### config.mk
export PLATFORM = sky130hd
export DESIGN_NAME = msg_fifo_irq
export DESIGN_NICKNAME = d
export VERILOG_FILES = /design/src/rtl/msgq_pkg.sv /design/src/rtl/msgq_ctrl.sv /design/src/rtl/msgq_store.sv /design/src/rtl/msgq_irq.sv /design/src/rtl/msg_fifo_irq.sv
export SDC_FILE = /design/constraint.sdc
export NUM_CORES = 1
export LEC_CHECK = 0
export BUFFER_PORTS_ARGS = -buffer_cell sky130_fd_sc_hd__clkbuf_2
export CAP_MARGIN = 10
export CELL_PAD_IN_SITES_DETAIL_PLACEMENT = 1
export CELL_PAD_IN_SITES_GLOBAL_PLACEMENT = 1
export CORE_ASPECT_RATIO = 0.8
export CORE_MARGIN = 2
export CORE_UTILIZATION = 49
export DETAILED_ROUTE_END_ITERATION = 16
export GPL_ROUTABILITY_DRIVEN = 1
export GPL_TIMING_DRIVEN = 0
export PLACE_DENSITY_LB_ADDON = 0.1
export RECOVER_POWER = 100
export SYNTH_ARGS = -nofsm -noshare
export SYNTH_HDL_FRONTEND = slang
export SYNTH_HIERARCHICAL = 1
export SYNTH_SLANG_ARGS = --single-unit
### constraint.sdc
create_clock -name clk_i -period 3.55 [get_ports clk_i]
set_clock_uncertainty 0.15 [all_clocks]
set_input_delay 0.71 -clock clk_i [delete_from_list [all_inputs] [get_ports clk_i]]
set_output_delay 0.71 -clock clk_i [all_outputs]
set_load 0.1 [all_outputs]
### src/rtl/msgq_pkg.sv
package msgq_pkg;
  typedef struct packed {
    logic [2:0] lvl;
    logic       per_msg;
    logic [2:0] dcode;
    logic       txie;
    logic       rxie;
    logic       en;
  } ctrl_t;
endpackage

### src/rtl/msgq_ctrl.sv
module msgq_ctrl
  import msgq_pkg::*;
#(
  parameter int MAX_DEPTH = 16,
  parameter int CNT_W     = $clog2(MAX_DEPTH + 1)
) (
  input  logic             clk_i,
  input  logic             rst_ni,
  input  logic             we_i,
  input  logic [15:0]      wdata_i,
  output logic [15:0]      rdata_o,
  output ctrl_t            ctrl_o,
  output logic [CNT_W-1:0] depth_o,
  output logic [CNT_W-1:0] thr_o,
  output logic             flush_o
);
  localparam int D_Q = MAX_DEPTH / 4;
  localparam int D_H = MAX_DEPTH / 2;

  ctrl_t ctrl_q, ctrl_d;

  always_comb begin
    ctrl_d.lvl     = wdata_i[15:13];
    ctrl_d.per_msg = wdata_i[12];
    ctrl_d.dcode   = wdata_i[10] ? 3'b000 : wdata_i[10:8];  // prohibited codes -> 0
    ctrl_d.txie    = wdata_i[2];
    ctrl_d.rxie    = wdata_i[1];
    ctrl_d.en      = wdata_i[0];
  end

  always_ff @(posedge clk_i or negedge rst_ni) begin
    if (!rst_ni)   ctrl_q <= '0;
    else if (we_i) ctrl_q <= ctrl_d;
  end

  assign flush_o = we_i && (!ctrl_d.en || (ctrl_d.dcode != ctrl_q.dcode));
  assign ctrl_o  = ctrl_q;
  assign rdata_o = {ctrl_q.lvl, ctrl_q.per_msg, 1'b0, ctrl_q.dcode, 5'b0,
                    ctrl_q.txie, ctrl_q.rxie, ctrl_q.en};

  int unsigned dep, thr;
  always_comb begin
    case (ctrl_q.dcode)
      3'b001:  dep = D_Q;
      3'b010:  dep = D_H;
      3'b011:  dep = MAX_DEPTH;
      default: dep = 0;
    endcase
    if (!ctrl_q.en) dep = 0;
    thr = (dep * (int'(ctrl_q.lvl) + 1) + 7) / 8;
    if (thr == 0) thr = 1;
  end

  assign depth_o = CNT_W'(dep);
  assign thr_o   = CNT_W'(thr);

  p_thr_in_range_r7: assert property (@(posedge clk_i) disable iff (!rst_ni)
    (depth_o != '0) |-> (thr_o <= depth_o && thr_o != '0));
endmodule

### src/rtl/msgq_store.sv
module msgq_store #(
  parameter int DATA_W    = 32,
  parameter int MAX_DEPTH = 16,
  parameter int CNT_W     = $clog2(MAX_DEPTH + 1)
) (
  input  logic              clk_i,
  input  logic              rst_ni,
  input  logic [CNT_W-1:0]  depth_i,
  input  logic              flush_i,
  input  logic              push_i,
  input  logic [DATA_W-1:0] push_data_i,
  input  logic              pop_i,
  input  logic              ovf_clr_i,
  output logic [DATA_W-1:0] pop_data_o,
  output logic              full_o,
  output logic              empty_o,
  output logic [CNT_W-1:0]  count_o,
  output logic [CNT_W-1:0]  cnt_next_o,
  output logic              push_acc_o,
  output logic              pop_acc_o,
  output logic              ovf_o
);
  localparam int PTR_W = (MAX_DEPTH > 1) ? $clog2(MAX_DEPTH) : 1;

  logic [DATA_W-1:0] mem_q [MAX_DEPTH];
  logic [PTR_W-1:0]  wr_q, rd_q;
  logic [CNT_W-1:0]  cnt_q;
  logic              ovf_q;

  assign full_o     = (cnt_q == depth_i);
  assign empty_o    = (cnt_q == '0);
  assign push_acc_o = push_i && !full_o && !flush_i;
  assign pop_acc_o  = pop_i && !empty_o && !flush_i;
  assign cnt_next_o = cnt_q + CNT_W'(push_acc_o) - CNT_W'(pop_acc_o);

  function automatic logic [PTR_W-1:0] wrap_inc(logic [PTR_W-1:0] p, logic [CNT_W-1:0] d);
    return (CNT_W'(p) == d - CNT_W'(1)) ? '0 : p + PTR_W'(1);
  endfunction

  always_ff @(posedge clk_i or negedge rst_ni) begin
    if (!rst_ni) begin
      wr_q  <= '0;
      rd_q  <= '0;
      cnt_q <= '0;
    end else if (flush_i) begin
      wr_q  <= '0;
      rd_q  <= '0;
      cnt_q <= '0;
    end else begin
      if (push_acc_o) wr_q <= wrap_inc(wr_q, depth_i);
      if (pop_acc_o)  rd_q <= wrap_inc(rd_q, depth_i);
      cnt_q <= cnt_next_o;
    end
  end

  always_ff @(posedge clk_i) begin
    if (push_acc_o) mem_q[wr_q] <= push_data_i;
  end

  always_ff @(posedge clk_i or negedge rst_ni) begin
    if (!rst_ni)                     ovf_q <= 1'b0;
    else if (push_i && !push_acc_o)  ovf_q <= 1'b1;
    else if (ovf_clr_i)              ovf_q <= 1'b0;
  end

  assign pop_data_o = mem_q[rd_q];
  assign count_o    = cnt_q;
  assign ovf_o      = ovf_q;

  p_count_bound_r3: assert property (@(posedge clk_i) disable iff (!rst_ni)
    cnt_q <= depth_i);
  p_ovf_sticky_r6: assert property (@(posedge clk_i) disable iff (!rst_ni)
    (ovf_q && !ovf_clr_i) |=> ovf_q);
  p_drop_full_r6: assert property (@(posedge clk_i) disable iff (!rst_ni)
    (full_o && push_i && !pop_i && !flush_i) |=> $stable(cnt_q));
  p_off_empty_r4: assert property (@(posedge clk_i) disable iff (!rst_ni)
    (depth_i == '0) |-> (empty_o && full_o));
endmodule

### src/rtl/msgq_irq.sv
module msgq_irq #(
  parameter int CNT_W = 5
) (
  input  logic             clk_i,
  input  logic             rst_ni,
  input  logic             en_i,
  input  logic             rxie_i,
  input  logic             txie_i,
  input  logic             per_msg_i,
  input  logic             dir_tx_i,
  input  logic             push_acc_i,
  input  logic             pop_acc_i,
  input  logic [CNT_W-1:0] cnt_next_i,
  input  logic [CNT_W-1:0] thr_i,
  output logic             rx_irq_o,
  output logic             tx_irq_o
);
  logic rx_fire, tx_fire, rx_q, tx_q;

  assign rx_fire = en_i && rxie_i && !dir_tx_i && push_acc_i &&
                   (per_msg_i || cnt_next_i == thr_i);
  assign tx_fire = en_i && txie_i && dir_tx_i && pop_acc_i &&
                   (per_msg_i || cnt_next_i == '0);

  always_ff @(posedge clk_i or negedge rst_ni) begin
    if (!rst_ni) begin
      rx_q <= 1'b0;
      tx_q <= 1'b0;
    end else begin
      rx_q <= rx_fire;
      tx_q <= tx_fire;
    end
  end

  assign rx_irq_o = rx_q;
  assign tx_irq_o = tx_q;

  p_irq_excl_r11: assert property (@(posedge clk_i) disable iff (!rst_ni)
    $onehot0({rx_irq_o, tx_irq_o}));
  p_rx_gate_r11: assert property (@(posedge clk_i) disable iff (!rst_ni)
    rx_irq_o |-> $past(en_i && rxie_i && !dir_tx_i));
  p_rx_after_push_r7: assert property (@(posedge clk_i) disable iff (!rst_ni)
    rx_irq_o |-> $past(push_acc_i));
  p_tx_after_pop_r9: assert property (@(posedge clk_i) disable iff (!rst_ni)
    tx_irq_o |-> $past(pop_acc_i && en_i && txie_i));
endmodule

### src/rtl/msg_fifo_irq.sv
module msg_fifo_irq
  import msgq_pkg::*;
#(
  parameter int DATA_W    = 32,
  parameter int MAX_DEPTH = 16,
  localparam int CNT_W    = $clog2(MAX_DEPTH + 1)
) (
  input  logic              clk_i,
  input  logic              rst_ni,
  input  logic              reg_we_i,
  input  logic [15:0]       reg_wdata_i,
  output logic [15:0]       reg_rdata_o,
  input  logic              dir_tx_i,
  input  logic              push_i,
  input  logic [DATA_W-1:0] push_data_i,
  input  logic              pop_i,
  output logic [DATA_W-1:0] pop_data_o,
  output logic              full_o,
  output logic              empty_o,
  output logic [CNT_W-1:0]  count_o,
  output logic              rx_irq_o,
  output logic              tx_irq_o,
  output logic              ovf_o,
  input  logic              ovf_clr_i
);
  ctrl_t            ctrl;
  logic [CNT_W-1:0] depth, thr, cnt_next;
  logic             flush, push_acc, pop_acc;

  msgq_ctrl #(.MAX_DEPTH(MAX_DEPTH), .CNT_W(CNT_W)) i_ctrl (
    .clk_i, .rst_ni,
    .we_i(reg_we_i), .wdata_i(reg_wdata_i), .rdata_o(reg_rdata_o),
    .ctrl_o(ctrl), .depth_o(depth), .thr_o(thr), .flush_o(flush)
  );

  msgq_store #(.DATA_W(DATA_W), .MAX_DEPTH(MAX_DEPTH), .CNT_W(CNT_W)) i_store (
    .clk_i, .rst_ni,
    .depth_i(depth), .flush_i(flush),
    .push_i, .push_data_i, .pop_i, .ovf_clr_i,
    .pop_data_o, .full_o, .empty_o, .count_o,
    .cnt_next_o(cnt_next), .push_acc_o(push_acc), .pop_acc_o(pop_acc), .ovf_o
  );

  msgq_irq #(.CNT_W(CNT_W)) i_irq (
    .clk_i, .rst_ni,
    .en_i(ctrl.en), .rxie_i(ctrl.rxie), .txie_i(ctrl.txie),
    .per_msg_i(ctrl.per_msg), .dir_tx_i,
    .push_acc_i(push_acc), .pop_acc_i(pop_acc),
    .cnt_next_i(cnt_next), .thr_i(thr),
    .rx_irq_o, .tx_irq_o
  );

  p_flush_empties_r12: assert property (@(posedge clk_i) disable iff (!rst_ni)
    flush |=> (count_o == '0));
endmodule

==> impl_metrics.tcl, run 1 <==
set metrics [dict create \
    run_status "finished with violations" \
    violations "capacitance limit, slew limit, setup timing" \
    via_cell_ratio 5.94 \
    overall_power_of_the_completed_layout_uw 21200 \
    syn-mean-instance-area_um2 21.9 \
    synthesis.yosys.warnings 6 \
    area_growth_syn_to_layout_pct 22.7 \
    layout.cells.non_filler 1806 \
    finalCritPeriodShare 1.04 \
    netlist_area_mm2 0.0217 \
    startpoint_type "register" \
    clkSinkCount 537 \
    max_slew.worst_pin.slew_ps 1530 \
    drc 0 \
    maxClockFrequency_mhz 271 \
    grt_max_degree 26 \
    residual_antenna_violating_net_count_after_detailed_routing 0 \
    power_per_cell_area_mw_per_mm2 794 \
    clkSlewWorstSetupHoldPaths_ps 70 \
    die_x_um 239 \
    worstPathRequired_ps 2690 \
    cts_buffers 53 \
    critPathCaptureType "output pin" \
    cts-htree-levels 2 \
    grt_use_total 0.234 \
    maxSlewViolCount 26 \
    final_critical_path_setup_slack_ps -136 \
    worst-path-max-fanout 10 \
    detailedRoute.firstIterationViolations 1108 \
    insertion_delay_ps 580 \
    number_of_global_route_vias_before_repair 11160 \
    cap_violations 1 \
    finalNetCount 1291 \
    insertedDiodeCount 0 \
    initial_core_util 0.500 \
    post_cts_hold_buffer_count 0 \
    avgRoutedWirePerCell_um 29.4 \
    wire_length_of_the_first_global_routing_pass_um 76100 \
    leakage_power_of_the_design_uw 0.00872 \
    dp_hpwl_um 31500 \
    antenna_violations_before_repair 1 \
    drt_pass1_iterations 5 \
    timing.critical_path.max_delay_family "multiplexers" \
    final_routed_wirelength_across_all_metal_layers_um 53100 \
    dpl.cell_count 1677 \
    cts_tree "built" \
    post-place-ws_ps -505 \
    clock_tree.buffer_depth 3 \
    detailroute.via_count 10736 \
    global_route.overflow_total 0 \
    pin_count 113 \
    fillCellCount 3547 \
    min_period_ps 3690 \
    critPathArrivalTime_ps 2830 \
    synthCells 991 \
    regArea_mm2 0.0160 \
    cts_root_buf "clkbuf_16" \
    dieHeight_um 192 \
    ir_drop_mv 0.604 \
    rsz_0062_raised_after_global_routing "true" \
    critPathKind "register to output pin" \
    fin_setup_tns_ps -2360 \
    die_area_mm2 0.0460 \
    portBuffers 99 \
    cp_slowest_stage_delay_ps 520 \
    timing.hold.worst.class "primary input to register" \
    timing.max_slew.rel_slack -0.0170 \
    placementRows 68 \
    multi_input_gate_area_in_the_final_layout_mm2 0.00557 \
    critical_path_buf_inv_count 4 \
    report.final.setup_viol 33 \
    hold_violations 0 \
    slowest_stage "mux4_2" \
    core_mm2 0.0434 \
    final_layout_size_suffix_gt1_frac 0.392 \
    utilization 0.614 \
    place_congestion 0.734 \
    critical_path.cell_chain "buf_12 > buf_12 > buf_16 > mux4_2 > mux4_2 > clkbuf_16" \
]
[placed cells by master (no fill, tap or decap), types with 10 or more instances in the layout]
cell         n
dfrtp_1     16
mux4_2     160
buf_12      16
clkinv_2    10
xnor2_1     18
clkbuf_16   74
clkbuf_2    36
clkbuf_8    13
nor2_4      16
buf_8       20
buf_16      17
buf_4       42
nand2_1     16
ha_1        20
clkbuf_1    56
edfxtp_1   512
nor2_1      14
inv_1       16
[where the power goes]
group	internal (uW)	leakage [uW]	switching, uW	total (uW)
registers	7200	0.00492	134	7330
logic	3530	0.00295	4660	8200
clock network	3260	0.000849	2370	5630
[state kept, by name, indices dropped and copies added, names as in the netlist]
register         cells
i_store/wr_q         4
i_store/mem_q      512
i_ctrl/ctrl_o        9
i_irq/rx_irq_o       1
i_store/count_o      5
i_irq/tx_irq_o       1
i_store/ovf_o        1
i_store/rd_q         4
[worst paths after layout]
kind | from | endpoint | slack, ps | cells past startpoint
worst max-delay path | i_store/rd_q[0] | pop_data_o[14] | -140 | 6
worst min-delay path | ovf_clr_i | i_store/ovf_o | 170 | 2
worst max register to register | i_ctrl/ctrl_o[8] | i_irq/rx_irq_o | 0 | 16
worst min register to register | i_store/ovf_o | i_store/ovf_o | 380 | 2
max in group asynchronous | rst_ni | i_store/count_o[3] | 1830 | 1
min in group asynchronous | rst_ni | i_irq/rx_irq_o | 340 | 1
[worst register-to-register path, stage by stage, from the launching register on]
cell and delay (ps):
dfrtp_2 440, ha_4 190, xnor2_4 130, or3_4 380, fa_2 340, inv_2 70
ha_4 130, inv_2 40, fa_1 510, inv_2 40, ha_4 210, nor4_2 230
nand2_1 100, o21bai_1 180, xnor2_1 140, nand3_1 100, o21ai_2 110
[area by class of cell]
cell class / instances / share of cell area
Clock inverter: 30 / 0.0124
Inverter: 26 / 0.00376
Tap cell: 560 / 0.0263
Multi-Input combinational cell: 370 / 0.209
Clock buffer: 68 / 0.0531
Sequential cell: 537 / 0.601
Timing Repair Buffer: 149 / 0.0655
Buffer: 66 / 0.0286
[layer usage]
metal,wire (um),track usage
met3,3830,0.0426
met4,912,0.0531
met1,23700,0.355
met2,24600,0.357
met5,13,0
[timing repair]
action / CTS / global route
pin swaps: 13 / 19
gates resized for setup: 181 / 51
gates cloned: 2 / 9
buffers inserted: 14 / 6
setup endpoints to repair: 265 / 66
[metrics by stage]
stage                     hold slack [ps]  instance area [um^2]
final                                 166                 26600
after global routing                  163                 26600
after CTS                            40.9                 26300
after global placement                360                 23000
after floorplan                       264                 21800
after detailed placement              368                 23500
No activity file was read; power rests on OpenSTA's default activity.
==> run 2: changes to the inputs <==
--- a/config.mk
+++ b/config.mk
@@ -9,13 +9,12 @@
 export CAP_MARGIN = 10
 export CELL_PAD_IN_SITES_DETAIL_PLACEMENT = 1
 export CELL_PAD_IN_SITES_GLOBAL_PLACEMENT = 1
-export CORE_ASPECT_RATIO = 0.8
 export CORE_MARGIN = 2
-export CORE_UTILIZATION = 49
+export CORE_UTILIZATION = 57
 export DETAILED_ROUTE_END_ITERATION = 16
 export GPL_ROUTABILITY_DRIVEN = 1
 export GPL_TIMING_DRIVEN = 0
-export PLACE_DENSITY_LB_ADDON = 0.1
+export PLACE_DENSITY = 0.92
 export RECOVER_POWER = 100
 export SYNTH_ARGS = -nofsm -noshare
 export SYNTH_HDL_FRONTEND = slang
==> constraint.sdc (replaced) <==
create_clock -name clk_i -period 4.75 [get_ports clk_i]
set_clock_uncertainty 0.15 [all_clocks]
set_input_delay 0.95 -clock clk_i [delete_from_list [all_inputs] [get_ports clk_i]]
set_output_delay 0.95 -clock clk_i [all_outputs]
set_load 0.1 [all_outputs]
==> run 2 against run 1 <==
Against the previous run:
- the flow finishes with violations (capacitance limit, slew limit)
- critical path depth is the same
- register-to-register slack better by 290 ps
- routed wire length increased by 17%
- first-iteration DRC count rose by 44%
- combinational power down 39%
- via count grew 7.5%
- final cell count decreased by 4.6%
- clock power shrank 25%
- die area is 14% lower
- flip-flop and latch count unchanged
- critical path type unchanged
- critical endpoint is now pop_data_o[6]
==> impl_metrics.tcl, run 2 (same netlist as run 1, synthesis figures left out) <==
set metrics [dict create \
    run_status "finished with violations" \
    violations "capacitance limit, slew limit" \
    portBuffers 99 \
    cts_tree "built" \
    antenna_violations_before_repair 1 \
    mostFrequentLayoutCells "edfxtp_1 (512), mux4_2 (160), clkbuf_1 (77), clkbuf_2 (61), clkbuf_16 (54)" \
    fin_area_mm2 0.0247 \
    critPathKind "register to output pin" \
    dp_hpwl_um 33800 \
    maxSlewViolCount 105 \
    final.hold.worst_slack_ps 380 \
    placedInstanceArea_mm2 0.0234 \
    layout_commonest_cell "edfxtp_1" \
    detailedRoute.firstIterationViolations 1599 \
    dieHeight_um 199 \
    avgRoutedWirePerCell_um 36.1 \
    timing.critical_path.max_delay_family "buffers and inverters" \
    startpoint_type "register" \
    grt_max_degree 26 \
    slowest_stage "mux4_2" \
    fillCellCount 3024 \
    worstHoldStart "i_store/ovf_o" \
    via_cell_ratio 6.70 \
    placementRows 71 \
    finalCritPeriodShare 0.974 \
    multi_input_gate_area_in_the_final_layout_mm2 0.00525 \
    most_flops_register "i_store/mem_q" \
    final_critical_path_setup_slack_ps 124 \
    area_growth_syn_to_layout_pct 13.9 \
    worst-path-max-fanout 10 \
    grt_use_total 0.311 \
    drt_pass1_iterations 6 \
    timing.rr.start "i_ctrl/ctrl_o[4]" \
    die_x_um 199 \
    regArea_mm2 0.0160 \
    report.final.setup_viol 0 \
    hold_violations 0 \
    overall_power_of_the_completed_layout_uw 14700 \
    wire_length_of_the_first_global_routing_pass_um 84700 \
    leakage_power_of_the_design_uw 0.00807 \
    detailroute.via_count 11543 \
    cts-htree-levels 2 \
    critical_path.cell_chain "buf_4 > clkbuf_1 > clkbuf_2 > mux4_2 > mux4_2 > clkbuf_2" \
    maxClockFrequency_mhz 216 \
    critical_path_buf_inv_count 4 \
    insertion_delay_ps 590 \
    cp_slowest_stage_delay_ps 540 \
    worstPathRequired_ps 3650 \
    pin_count 113 \
    largest_register_ffs 512 \
    power_per_cell_area_mw_per_mm2 594 \
    cts_root_buf "clkbuf_16" \
    clkSinkCount 537 \
    final_routed_wirelength_across_all_metal_layers_um 62200 \
    residual_antenna_violating_net_count_after_detailed_routing 0 \
    post-place-ws_ps 393 \
    place_congestion 0.781 \
    core_mm2 0.0376 \
    clkSlewWorstSetupHoldPaths_ps 60 \
    critPathCaptureType "output pin" \
    number_of_global_route_vias_before_repair 12071 \
    cap_violations 6 \
    initial_core_util 0.578 \
    die_area_mm2 0.0397 \
    global_route.overflow_total 0 \
    min_period_ps 4630 \
    cts_buffers 53 \
    finalNetCount 1258 \
    cp-startpoint "i_store/rd_q[1]" \
    max_slew.worst_pin.slew_ps 2180 \
    drc 0 \
    final_layout_size_suffix_gt1_frac 0.307 \
    critPathArrivalTime_ps 3530 \
    rsz_0062_raised_after_global_routing "false" \
    timing.hold.worst.class "register to register" \
    ir_drop_mv 0.754 \
    clock_tree.buffer_depth 3 \
    post_cts_hold_buffer_count 0 \
    timing.max_slew.rel_slack -0.459 \
    post-cts-setup-buffers 0 \
]
run 2: power by group:
part	switching, uW	total [uW]	internal [uW]
Sequential	115	5490	5370
Combinational	3360	4990	1630
Clock	1890	4220	2330
Total	5370	14700	9330
run 2: final cells by class:
type	count	share of cell area
Clock inverter	31	0.0106
Tap cell	511	0.0259
Timing Repair Buffer	116	0.0264
Antenna cell	1	0.000101
Inverter	26	0.00395
Sequential cell	537	0.647
Buffer	66	0.0169
Clock buffer	65	0.0571
Multi-Input combinational cell	370	0.212
run 2: timing repair:
item                                    4_1_cts  5_1_grt
hold endpoints to repair                      0        0
endpoints found under the setup margin       32        1
gates resized for setup                       9        2
pin swaps                                     0        0
run 2: through the flow:
stage | instances | util | setup TNS [ps]
after floorplan | 999 | - | 0
after global routing | 1723 | 0.658 | 0
after detailed placement | 1625 | 0.622 | 0
final | 1723 | 0.658 | 0
after global placement | 1609 | 0.609 | -394080
after CTS | 1721 | 0.667 | 0
run 2: path summary, 6_finish.rpt:
path / to / slack (ps) / cells past startpoint
worst min-delay path: i_store/ovf_o / 380 / 2
worst max-delay path: pop_data_o[6] / 120 / 6
worst max register to register: i_store/mem_q[12][15] / 290 / 11
max in group asynchronous: i_ctrl/ctrl_o[0] / 3030 / 1
min in group asynchronous: i_ctrl/ctrl_o[8] / 550 / 1
worst min register to register: i_store/ovf_o / 380 / 2
run 2: layer usage:
layer	wire length [um]	GRT usage	share of wire
met1	21300	0.390	0.34
met2	32400	0.536	0.52
met3	5950	0.0572	0.096
met4	2670	0.133	0.043
met5	0	0	0
run 2: worst reg2reg max path: cells and delay by family, from the launching register on:
kind | cells | cell delay, ps
simple gates | 4 | 1590
buf+inv | 5 | 1640
compound gates | 1 | 140
xor+xnor | 1 | 110
flops | 1 | 450
